**src/rtl/ks_gen_pkg.sv**
```systemverilog
package ks_gen_pkg;

   localparam int NREG = 3;

   typedef enum logic [1:0] {
      PH_IDLE = 2'd0,
      PH_LOAD = 2'd1,
      PH_WARM = 2'd2,
      PH_OUT  = 2'd3
   } phase_t;

   function automatic int len_of(input int idx);
      case (idx)
         0:       return 19;
         1:       return 22;
         default: return 23;
      endcase
   endfunction

   function automatic int unsigned tap_of(input int idx);
      case (idx)
         0:       return (32'd1 << 18) | (32'd1 << 17) | (32'd1 << 16) | (32'd1 << 13);
         1:       return (32'd1 << 21) | (32'd1 << 20);
         default: return (32'd1 << 22) | (32'd1 << 21) | (32'd1 << 20) | (32'd1 << 7);
      endcase
   endfunction

   function automatic int ck_of(input int idx);
      case (idx)
         0:       return 8;
         default: return 10;
      endcase
   endfunction

endpackage

```
**src/rtl/ks_lfsr.sv**
```systemverilog
module ks_lfsr #(
   parameter int          LEN      = 19,
   parameter int unsigned TAP_MASK = 32'h0007_2000,
   parameter int          CKBIT    = 8
) (
   input  logic clk,
   input  logic rst,
   input  logic clr,
   input  logic step,
   input  logic din,
   output logic ck_bit,
   output logic msb
);

   localparam logic [LEN-1:0] TM = TAP_MASK[LEN-1:0];

   if (LEN < 2 || LEN > 32) begin : g_bad_len
      $error("ks_lfsr: LEN out of range");
   end
   if (CKBIT < 0 || CKBIT >= LEN) begin : g_bad_ck
      $error("ks_lfsr: CKBIT outside register");
   end
   if (TM[LEN-1] != 1'b1) begin : g_bad_tap
      $error("ks_lfsr: top bit must be a tap");
   end

   logic [LEN-1:0] q;
   logic           fb;

   assign fb     = ^(q & TM);
   assign ck_bit = q[CKBIT];
   assign msb    = q[LEN-1];

   always_ff @(posedge clk) begin
      if (rst || clr)
         q <= '0;
      else if (step)
         q <= {q[LEN-2:0], fb ^ din};
   end

   // a step is an exact one-place left shift
   a_r1_shift: assert property (@(posedge clk) disable iff (rst)
      (step && !clr) |=> (q[LEN-1:1] == $past(q[LEN-2:0])));

   // no step leaves the register untouched
   a_r1_hold: assert property (@(posedge clk) disable iff (rst)
      (!step && !clr) |=> $stable(q));

endmodule

```
**src/rtl/ks_vote.sv**
```systemverilog
module ks_vote #(
   parameter int N = 3
) (
   input  logic [N-1:0] ck,
   input  logic         force_all,
   output logic [N-1:0] en
);

   if (N % 2 == 0) begin : g_bad_n
      $error("ks_vote: N must be odd");
   end

   logic maj;

   if (N == 3) begin : g_three
      assign maj = (ck[0] & ck[1]) | (ck[0] & ck[2]) | (ck[1] & ck[2]);
   end else begin : g_count
      assign maj = ($countones(ck) > (N / 2));
   end

   for (genvar i = 0; i < N; i++) begin : g_en
      assign en[i] = force_all | (ck[i] == maj);
   end

endmodule

```
**src/rtl/ks_gen_top.sv**
```systemverilog
module ks_gen_top
   import ks_gen_pkg::*;
#(
   parameter int KEY_W  = 64,
   parameter int FRM_W  = 22,
   parameter int WARM_N = 100,
   parameter int OUT_N  = 228
) (
   input  logic             clk,
   input  logic             rst,
   input  logic             start,
   input  logic [KEY_W-1:0] key,
   input  logic [FRM_W-1:0] frame,
   output logic             busy,
   output logic             ks_bit,
   output logic             ks_valid
);

   localparam int SEED_W = KEY_W + FRM_W;
   localparam int MAX_A  = (SEED_W > WARM_N) ? SEED_W : WARM_N;
   localparam int MAX_N  = (MAX_A > OUT_N) ? MAX_A : OUT_N;
   localparam int CNT_W  = $clog2(MAX_N + 1);

   if (KEY_W < 1 || FRM_W < 1 || WARM_N < 1 || OUT_N < 1) begin : g_bad_cfg
      $error("ks_gen_top: all lengths must be at least 1");
   end

   phase_t             phase_q;
   logic [CNT_W-1:0]   cnt_q;
   logic [SEED_W-1:0]  seed_q;
   logic               valid_q;
   logic               accept, clr, din, force_all, stepping, last_out;
   logic [NREG-1:0]    ck, msb, en, step;

   assign accept    = (phase_q == PH_IDLE) && start;
   assign clr       = accept;
   assign force_all = (phase_q == PH_LOAD);
   assign stepping  = (phase_q != PH_IDLE);
   assign din       = force_all & seed_q[0];
   assign step      = stepping ? en : '0;
   assign last_out  = (phase_q == PH_OUT) && (cnt_q == CNT_W'(OUT_N - 1));

   ks_vote #(.N(NREG)) u_vote (
      .ck        (ck),
      .force_all (force_all),
      .en        (en)
   );

   for (genvar g = 0; g < NREG; g++) begin : g_reg
      ks_lfsr #(
         .LEN      (len_of(g)),
         .TAP_MASK (tap_of(g)),
         .CKBIT    (ck_of(g))
      ) u_lfsr (
         .clk    (clk),
         .rst    (rst),
         .clr    (clr),
         .step   (step[g]),
         .din    (din),
         .ck_bit (ck[g]),
         .msb    (msb[g])
      );
   end

   always_ff @(posedge clk) begin
      if (rst) begin
         phase_q <= PH_IDLE;
         cnt_q   <= '0;
         seed_q  <= '0;
         valid_q <= 1'b0;
      end else begin
         valid_q <= (phase_q == PH_OUT);
         case (phase_q)
            PH_IDLE: if (start) begin
               phase_q <= PH_LOAD;
               cnt_q   <= '0;
               seed_q  <= {frame, key};
            end
            PH_LOAD: begin
               seed_q <= seed_q >> 1;
               if (cnt_q == CNT_W'(SEED_W - 1)) begin
                  phase_q <= PH_WARM;
                  cnt_q   <= '0;
               end else
                  cnt_q <= cnt_q + 1'b1;
            end
            PH_WARM: begin
               if (cnt_q == CNT_W'(WARM_N - 1)) begin
                  phase_q <= PH_OUT;
                  cnt_q   <= '0;
               end else
                  cnt_q <= cnt_q + 1'b1;
            end
            default: begin
               if (last_out) begin
                  phase_q <= PH_IDLE;
                  cnt_q   <= '0;
               end else
                  cnt_q <= cnt_q + 1'b1;
            end
         endcase
      end
   end

   assign busy     = (phase_q != PH_IDLE);
   assign ks_valid = valid_q;
   assign ks_bit   = ^msb;

   // every majority step moves two or three registers
   a_r2_two_or_three: assert property (@(posedge clk) disable iff (rst)
      (phase_q == PH_WARM || phase_q == PH_OUT) |-> ($countones(step) >= 2));

   // every loading step moves all registers
   a_r4_load_all_step: assert property (@(posedge clk) disable iff (rst)
      (phase_q == PH_LOAD) |-> (step == '1));

   // a start during a run does not end it early
   a_r8_start_ignored: assert property (@(posedge clk) disable iff (rst)
      (busy && start && !last_out) |=> busy);

   // the cycle after reset is idle
   logic rst_d;
   always_ff @(posedge clk) rst_d <= rst;
   always_ff @(posedge clk) begin
      if (rst_d) begin
         a_r9_reset_idle: assert (!busy && !ks_valid);
      end
   end

endmodule

```
**config.mk**
```make
export PLATFORM = sky130hd
export DESIGN_NAME = ks_gen_top
export DESIGN_NICKNAME = d
export VERILOG_FILES = /design/src/rtl/ks_gen_pkg.sv /design/src/rtl/ks_lfsr.sv /design/src/rtl/ks_vote.sv /design/src/rtl/ks_gen_top.sv
export SDC_FILE = /design/constraint.sdc
export NUM_CORES = 1
export LEC_CHECK = 0
export CORE_ASPECT_RATIO = 0.9
export CORE_MARGIN = 2
export CORE_UTILIZATION = 30
export DETAILED_ROUTE_END_ITERATION = 12
export HOLD_SLACK_MARGIN = 0.03
export PLACE_DENSITY = 0.58
export SLEW_MARGIN = 30
export SYNTH_ARGS = -nofsm -noshare
export SYNTH_HDL_FRONTEND = slang
export SYNTH_SLANG_ARGS = --single-unit
```
**constraint.sdc**
```tcl
create_clock -name clk -period 1.8 [get_ports clk]
set_input_delay 0.18 -clock clk [delete_from_list [all_inputs] [get_ports clk]]
set_output_delay 0.18 -clock clk [all_outputs]
set_load 0.005 [all_outputs]
```
======== Word-level counts from Yosys, hierarchy flattened ========
Cells that the tools add are included.
storage, ports and cells
  bits in registers ....................... 161
  bits in latches ......................... 0
  bits in writable memories ............... 0
  bits in read-only memories .............. 0
  input bits .............................. 89
  output and inout bits ................... 3
  memories kept ........................... 0
operators by class
  add/sub/neg operators ................... 1
  multiply operators ...................... 0
  divide/modulo/power cells ............... 0
  $lt $le $gt $ge ......................... 0
  equality and inequality tests ........... 12
  shift operators ......................... 0
  muxes and demuxes ....................... 13
  bitwise gates (word level) .............. 12
  reductions and logical operators ........ 13
operators with widths
  kind                 count
  $pmux 86 s2          1
  $mux 86              1
  $mux 8               4
  $pmux 8 s3           1
  $reduce_xor 23->1    1
  $reduce_xor 22->1    1
  $reduce_xor 19->1    1
  $eq 8x7->1 const B   2
  $add 8x1->8 const B  1
  $eq 8x8->1 const B   1
  $mux 2               4
  $pmux 2 s3           1
  $or 1x1->1           5
  $and 1x1->1          4
  $eq 2x2->1 const B   2
  $ne 2x2->1 const B   2
  $reduce_and 4->1     1
  $reduce_bool 2->1    2
  $reduce_bool 4->1    1
  $eq 1x1->1           3
  $mux 3               1
  $reduce_xor 3->1     1
  $xor 1x1->1          3
  $eq 2x1->1 const B   1
  5 further kinds      6

======== Depth between registers and ports, before layout ========
Gate-level depths: netlist of the first run.
  depth after elaboration ................. 6
  depth in mapped cells ................... 9
  mapped depth without buffers ............ 7

======== Cells and area by module ========
A second synthesis of the first run with hierarchy kept.
second synthesis, totals
  cell total of the unflattened synthesis .. 699
  area total of the unflattened synthesis .. 6995.5 um^2
modules (own cells, without submodules)
  module                      times used  cells each  area an instance (um^2)  seq. area each (um^2)
  ks_gen_top                  1           467         4526.8                   1941.9
  ks_lfsr at g_reg[2].u_lfsr  1           82          864.6                    460.4
  ks_lfsr at g_reg[1].u_lfsr  1           73          813.3                    440.4
  ks_lfsr at g_reg[0].u_lfsr  1           68          730.7                    380.4
  ks_vote                     1           9           60.1                     0.0

======== Least setup slack after synthesis of the first run ========
OpenSTA, ideal clock, no wires.
  path kind ............................... register -> register
  from .................................... reg phase_q[1]
  to ...................................... reg seed_q[0]
  setup time .............................. 138 ps
  arrival time ............................ 1751 ps
  setup slack ............................. -89 ps
  cell stages (with the launch flop) ...... 9
  path buffers ............................ 2
  cells stage by stage .................... dfxtp_1 -> inv_1 -> ha_1 -> inv_1 -> nor2_1 -> nor2_2 -> buf_2 -> clkbuf_1 -> a211oi_1
between the ends
  longest elaborated chain between the ends .. 3
RTL lines
  item                                                                     RTL line          RTL
  start: declaration                                                       ks_gen_top.sv:28  phase_t phase_q;
  start signal: assignment                                                 ks_gen_top.sv:67  phase_q <= PH_IDLE;
  start signal: assignment                                                 ks_gen_top.sv:75  phase_q <= PH_LOAD;
  start signal: assignment                                                 ks_gen_top.sv:82  phase_q <= PH_WARM;
  $eq 2x1->1 / $logic_not 2->1 (equally long branches)                     ks_gen_top.sv:73  case (phase_q)
  $reduce_bool 2->1 (no source line) / $ne 2x2->1 (equally long branches)  --
  $reduce_and 2->1 (no source line)                                        --
  end signal: assignment                                                   ks_gen_top.sv:77  seed_q <= {frame, key};
  end signal: assignment                                                   ks_gen_top.sv:80  seed_q <= seed_q >> 1;
  end: declaration                                                         ks_gen_top.sv:30  logic [SEED_W-1:0] seed_q;
Several ways; a longest one is shown, not always the timed one.
A chain may end at the register's enable or synchronous reset.

======== Final worst setup path of the first run ========
  from .................................... reg phase_q[0]
  to ...................................... reg seed_q[39]
Same word-level chain as after synthesis.

==> metrics.md, run 1 <==
| Metric | Value |
|---|---|
| Routed length per placed instance | `about 13 um` |
| Placer Congestion | `0.7585` |
| Worst VDD drop | `0.6170 mV` |
| Clk_lat worst skew | `roughly 0.42 ns` |
| WL final | `14610 um` |
| Longest Clk Path Bufs | `2` |
| Die width | `163.8 um` |
| Initial DRC Count | `225` |
| GRT busiest layer | `met1` |
| Syn Std Cell Area | `0.006897 mm^2` |
| First-pass GRT wire length | `23180 um` |
| Final worst-path cycle share | `0.9458` |
| DRT Pass-1 Iters | `4` |
| Avg Cell Area, Syn | `9.769 um^2` |
| # rows | `52` |
| Most used flip-flop cell after synthesis | `dfxtp_1` |
| #FFs+latches synth | `161` |
| P_leak | `roughly 0.0035 uW` |
| Hold WS | `between 0.1 and 0.15 ns` |
| # fillers | `2241` |
| GR Util met2 | `0.1653` |
| Met3 GRT Util | `0.03199` |
| Initial core utilization | `0.3064` |
| Most frequent cells in the layout | `156 x dfxtp_1, 155 x nor2_1, 149 x mux2i_1` |
| Post-DRT Antenna Nets | `0` |
| Setup tns final | `0 ns` |
| Antenna violations before repair | `0` |
| Final Hold Viols | `0` |
| Post-DP HPWL | `9311 um` |
| Crit path DAT | `roughly 2.0 ns` |
| Layout cell share with drive strength beyond 1 | `0.1258` |
| Number of global-route vias before repair | `4742` |
| Post-synth ARST share | `0` |
| Vias | `around 5200` |
| RSZ-0062 raised after global routing | `no` |
| PortBufs | `91` |
| Startpoint Class | `register` |
| Crit-path cells | `inv_1, ha_2, inv_1, nor2_2, nor2_4, clkbuf_16, clkbuf_16, nor2_1, a211oi_1` |
| Distinct cells, synth | `39` |
| Ys Warns | `0` |
| Slew headroom | `0.6481` |
| Placed cell area | `0.008270 mm^2` |
| Num ports | `92` |
| Slowest-stage cell, CP | `dfxtp_2` |
| Via-per-instance ratio | `4.670` |
| Buf+Inv Stages, Crit Path | `4` |
| Pins Over Slew Limit | `0` |
| All-layer global routing usage | `0.1187` |
| Hold Path Class | `input port to register` |
| Core area | `0.02251 mm^2` |
| Max cap viols | `0` |
| Final instance area | `0.009154 mm^2` |
| # DRC | `0` |
| Delay-heaviest family, CP | `buffers and inverters` |
| GRT overflow | `0` |
| Die Area | `between 0.02 and 0.025 mm^2` |
| Htree depth | `4` |
| Sequential fraction of the synthesis area | `0.4673` |
| Root buf cell | `clkbuf_16` |
| M1 GR Usage | `0.1732` |
| EDFF count, synth | `0` |
| CTS sink cnt | `161` |
| Clock skew | `a little over 0.009 ns` |
| CTS clk-pin slew, worst paths | `0.06 ns` |
| Top cells by area, synth | `dfxtp_1 47%, mux2i_1 22%, a211oi_1 9.3%` |
| Nets | `893` |
| DP Cell Count | `about 1100` |
| Slew @ Worst Pin | `0.5278 ns` |
| TritonCTS buffer count | `17` |
| Slowest stage delay, CP | `0.35 ns` |
| CTS tree | `built` |
| Post-synthesis cell count | `706` |
| Top-area cell type share of the netlist area | `0.4673` |
| # diodes | `0` |
| Critical Path RT | `between 2 and 2.5 ns` |
| Syn-to-layout area delta | `32.73%` |
| Commonest non-fill, non-tap cell in the layout | `dfxtp_1` |
| Post-route insts no fill | `1108` |
| Min Tclk post-route | `1.702 ns` |
| PwrDens | `1422 mW/mm^2` |
| Die height | `147.8 um` |
| Max Clk Rate | `a little under 600 MHz` |
| Crit end category | `register` |
| Status | `completed` |
| CP max FO | `14` |
| Kind of critical path | `register to register` |
| Setup violators final | `0` |
| Mapped Nets | `between 800 and 900` |
| Largest net degree at the start of global routing | `72` |
| Post-synth top area cell | `dfxtp_1` |
layout make-up:
type | instances | area, um^2 | area share
Tap cell | 297 | 371.6 | 0.04060
Clock buffer | 22 | 474.2 | 0.05180
Multi-Input combinational cell | 483 | 3521 | 0.3846
Sequential cell | 161 | 3232 | 0.3531
Clock inverter | 10 | 76.32 | 0.008338
Timing Repair Buffer | 127 | 1449 | 0.1583
Inverter | 8 | 30.03 | 0.003280
worst paths after layout:
path,from,end,slack [ns],cells after the start
min reg2reg,seed_q[85],seed_q[85],0.48,2
max,phase_q[0],seed_q[39],0.1,9
max reg2reg,phase_q[0],seed_q[39],0.1,9
min,rst,ks_valid,0.13,2
report_power, final:
part	leakage, uW	internal [uW]	switching (uW)
Sequential	0.00132	4270	366
Combinational	0.00198	2530	2510
Clock	0.000252	1880	1460
Total	0.00355	8680	4330
cell usage after synthesis (all sizes together), types with 8 or more instances:
| library cell | n |
|---|---|
| buf | 25 |
| clkbuf | 29 |
| dfxtp | 161 |
| nor2 | 158 |
| inv | 8 |
| a211oi | 85 |
| nand2 | 13 |
| nand3 | 8 |
| mux2i | 149 |
| xnor2 | 10 |
| a31oi | 8 |
cells by family after synthesis:
group	after synthesis	share of synthesized area
AOI/OAI and AO/OA	110	0.1192
xor gates and xnor gates	12	0.01524
adders and majority gates	6	0.01089
buffers and inverters	62	0.04318
DFF	161	0.4673
muxes	149	0.2163
and+or+nand+nor	206	0.1279
worst register-to-register path: cells and delay by family (launching register included):
kind                     cells  cell delay (ns)
AO/OA/AOI/OAI                1             0.18
adder cells (fa/ha/maj)      1             0.20
buffers and inverters        4             0.56
flip-flops                   1             0.35
AND/OR/NAND/NOR              3             0.34
flip-flops by register name (all words and copies together), names as in the netlist:
name	cells
cnt_q	8
g.u_lfsr.q	64
ks_valid	1
phase_q	2
seed_q	86
routing by layer:
layer | part of all wire | vias to the layer above
li1 | - | 2705
met1 | 0.53 | 2361
met2 | 0.42 | 92
met3 | 0.040 | 16
met4 | 0.012 | 0
met5 | 0 | -
per-stage QoR:
stage	util	setup WS (ns)	power (uW)
5_1_grt	0.4066	0.01059	13810
4_1_cts	0.3922	0.04997	12390
2_1_floorplan	-	0.01168	7844
3_3_place_gp	0.3674	0.08196	8968
3_5_place_dp	0.3674	0.04280	9023
6_report	0.4066	0.09763	13010
what timing repair did:
item                                    CTS  global route
pin swaps                                 1             5
setup buffers                             0             5
resized for setup                         5            32
hold buffers                              0             0
endpoints found under the setup margin    2            72
cloned                                    0             6
Power figures use the tool's default switching activity.
==> inputs of run 2 (changes only) <==
Settings changed: PLACE_DENSITY 0.58 to 0.57, REMOVE_ABC_BUFFERS set to 1, SKIP_LAST_GASP set to 1.
Clock period 1.8 ns to 1.61 ns, I/O delays scaled along.
==> run 2 against run 1 <==
Compared with the run above:
- the run now ends with negative setup slack left
- non-clock buffer count grew 54
- total power rose by 31%
- clock-buffer cell count fell by 2
- critical endpoint is now seed_q[22]
- largest power group unchanged
==> metrics.md, run 2 (synthesized netlist as in run 1, its figures left out) <==
| Metric | Value |
|---|---|
| Number of global-route vias before repair | `5363 (+13%)` |
| FF-to-FF setup slack | `-0.15 ns (-0.24 ns)` |
| Most frequent cells in the layout | `155 x dfxtp_1, 148 x nor2_1, 147 x mux2i_1` |
| GRT overflow | `0 (unchanged)` |
| Setup ws final | `-0.1450 ns (-0.2427 ns)` |
| Worst VDD drop | `0.7610 mV (+23%)` |
| First-pass GRT wire length | `27270 um (+18%)` |
| # fillers | `2112 (-5.8%)` |
| Pins Over Slew Limit | `0 (unchanged)` |
| Crit end category | `register` |
| Initial core utilization | `0.3064 (unchanged)` |
| PortBufs | `91 (unchanged)` |
| Final Hold Viols | `0 (unchanged)` |
| Status | `complete, but fails checks` |
| Kind of critical path | `register to register` |
| CTS sink cnt | `161 (unchanged)` |
| Worst hold start | `rst` |
| CTS clk-pin slew, worst paths | `0.06 ns (about the same)` |
| Max reg flops | `86 (unchanged)` |
| Max cap viols | `0 (unchanged)` |
| Finished Core Util | `0.4525 (+0.04585)` |
| Commonest non-fill, non-tap cell in the layout | `dfxtp_1` |
| Antenna violations before repair | `0 (unchanged)` |
| Reg2Reg Depth | `10 (+1)` |
| Startpoint Class | `register` |
| Setup violators final | `106 (+106)` |
| Hold endpoint | `cnt_q[1]` |
| Clock skew | `0.007429 ns (-0.001861 ns)` |
| Die width | `163.8 um (unchanged)` |
| Via-per-instance ratio | `4.720 (+1.1%)` |
| All-layer global routing usage | `0.1405 (+0.02176)` |
| RR Endpoint | `seed_q[22]` |
| Reg2reg start | `phase_q[0]` |
| Core area | `0.02251 mm^2 (unchanged)` |
| Vias | `5489 (+6.1%)` |
| PwrDens | `1671 mW/mm^2 (+18%)` |
| Clk_lat worst skew | `0.43 ns (about the same)` |
| Min Tclk post-route | `1.755 ns (+0.05267 ns)` |
| Slowest-stage cell, CP | `dfxtp_4` |
| Hold Path Class | `input port to register` |
| RSZ-0062 raised after global routing | `yes` |
| Placer Congestion | `0.7451 (-1.8%)` |
| Num ports | `92 (unchanged)` |
| Root buf cell | `clkbuf_16` |
| CTS tree | `built` |
| DRT Pass-1 Iters | `4 (unchanged)` |
| # diodes | `0 (unchanged)` |
| Layout cell share with drive strength beyond 1 | `0.2333 (+0.1075)` |
| Hold Buf Count CTS | `0 (unchanged)` |
| Final worst-path cycle share | `1.090 (+0.1443)` |
| Die height | `147.8 um (unchanged)` |
| Slew headroom | `0.7001 (+0.05194)` |
| PnR Total Power | `17020 uW (+31%)` |
| Initial DRC Count | `200 (-11%)` |
| Slowest stage delay, CP | `0.34 ns (about the same)` |
| Post-DP HPWL | `10180 um (+9.3%)` |
| Delay-heaviest family, CP | `buffers and inverters` |
| Die Area | `0.02422 mm^2 (unchanged)` |
| WL final | `16860 um (+15%)` |
| # DRC | `0 (unchanged)` |
| Longest Clk Path Bufs | `2 (unchanged)` |
| Htree depth | `4 (unchanged)` |
| Biggest register | `seed_q` |
| Worst Hold Path Cells | `2 (unchanged)` |
| Crit-path cells | `buf_4, inv_4, ha_4, nor2_4, buf_6, nor2_4, buf_12, buf_12, nor2_1, a211oi_1` |
| Critical Path RT | `1.94 ns (-0.19 ns)` |
| # rows | `52 (unchanged)` |
| P_leak | `0.004026 uW (+13%)` |
| Buf+Inv Stages, Crit Path | `5 (+1)` |
| Crit path DAT | `2.08 ns (+0.04 ns)` |
| Slew @ Worst Pin | `0.4499 ns (-0.07790 ns)` |
| Largest registers | `seed_q: 86 flops, g.u_lfsr.q: 64 flops, cnt_q: 8 flops` |
| Max Clk Rate | `569.8 MHz (-3.0%)` |
| TritonCTS buffer count | `17 (unchanged)` |
| Largest net degree at the start of global routing | `80 (+11%)` |
| Syn-to-layout area delta | `47.70%` |
| Failing checks | `negative setup slack` |
| CP max FO | `13 (-1)` |
| Post-DRT Antenna Nets | `0 (unchanged)` |
| Nets | `948 (+6.2%)` |
| Routed length per placed instance | `14.49 um (+9.9%)` |
## run 2: cell count changes in the layout (fill, tap and decap cells not counted), sizes merged
cell,change
clkinvlp,-4
dlygate4sd2,-1
buf,+57
bufinv,+3
bufbuf,+2
inv,+3
a31oi,+1
clkbuf,-6
## run 2: metrics by stage
| step | TNS, ns | instance area, um^2 | hold WS, ns | setup slack, ns | cells |
|---|---|---|---|---|---|
| 6_report | -9.319 | 10190 | 0.09475 | -0.1450 | 1163 |
| 5_1_grt | -18.92 | 10190 | 0.1153 | -0.2554 | 1163 |
| 4_1_cts | -9.344 | 9991 | 0.07857 | -0.1361 | 1158 |
| 3_5_place_dp | -14.80 | 8589 | 0.4705 | -0.2106 | 1101 |
| 3_3_place_gp | -11.16 | 8589 | 0.4700 | -0.1794 | 1101 |
| 2_1_floorplan | -592.61 | 6629 | 0.2301 | -5.966 | 652 |
## run 2: where the power goes
group	total (uW)	leakage, uW	internal (uW)	switching (uW)
logic	7550	0.00241	4130	3420
registers	5220	0.00132	4780	448
clock network	4250	0.000296	2530	1720
## run 2: repair_timing
action / 4_1_cts / 5_1_grt
cloned: 11 / 2
endpoints found under the hold margin: 0 / 0
setup buffers: 14 / 5
setup endpoints to repair: 156 / 146
pin swaps: 20 / 13
resized for setup: 97 / 35
## run 2: per-layer routing
metal	wire, um	share of wire	vias to the layer above	track usage
li1	-	-	2806	-
met1	8250	0.49	2588	0.1914
met2	7845	0.47	83	0.2204
met3	584	0.035	12	0.03451
met4	174	0.010	0	0.04035
met5	0	0	-	0
## run 2: worst max-delay path by stage
stage	startpoint	to	slack, ns	depth (start not counted)
final	phase_q[0]	seed_q[22]	-0.15	10
after global routing	phase_q[0]	seed_q[51]	-0.26	10
after CTS	phase_q[1]	busy	-0.14	5
after detailed placement	g_reg[2].u_lfsr.q[10]	g_reg[2].u_lfsr.q[22]	-0.21	4
after global placement	g_reg[2].u_lfsr.q[10]	g_reg[2].u_lfsr.q[5]	-0.18	4
after floorplan	phase_q[1]	seed_q[0]	-5.97	5
## run 2: layout make-up
type	instances	area [um^2]	area share
multi-input cells	484	3797	0.3728
flip-flops and latches	161	3233	0.3174
well taps	297	371.6	0.03648
clock inverters	12	171.4	0.01683
clock buffers	20	446.7	0.04385
repair buffers	181	2128	0.2089
inverters	8	37.54	0.003685
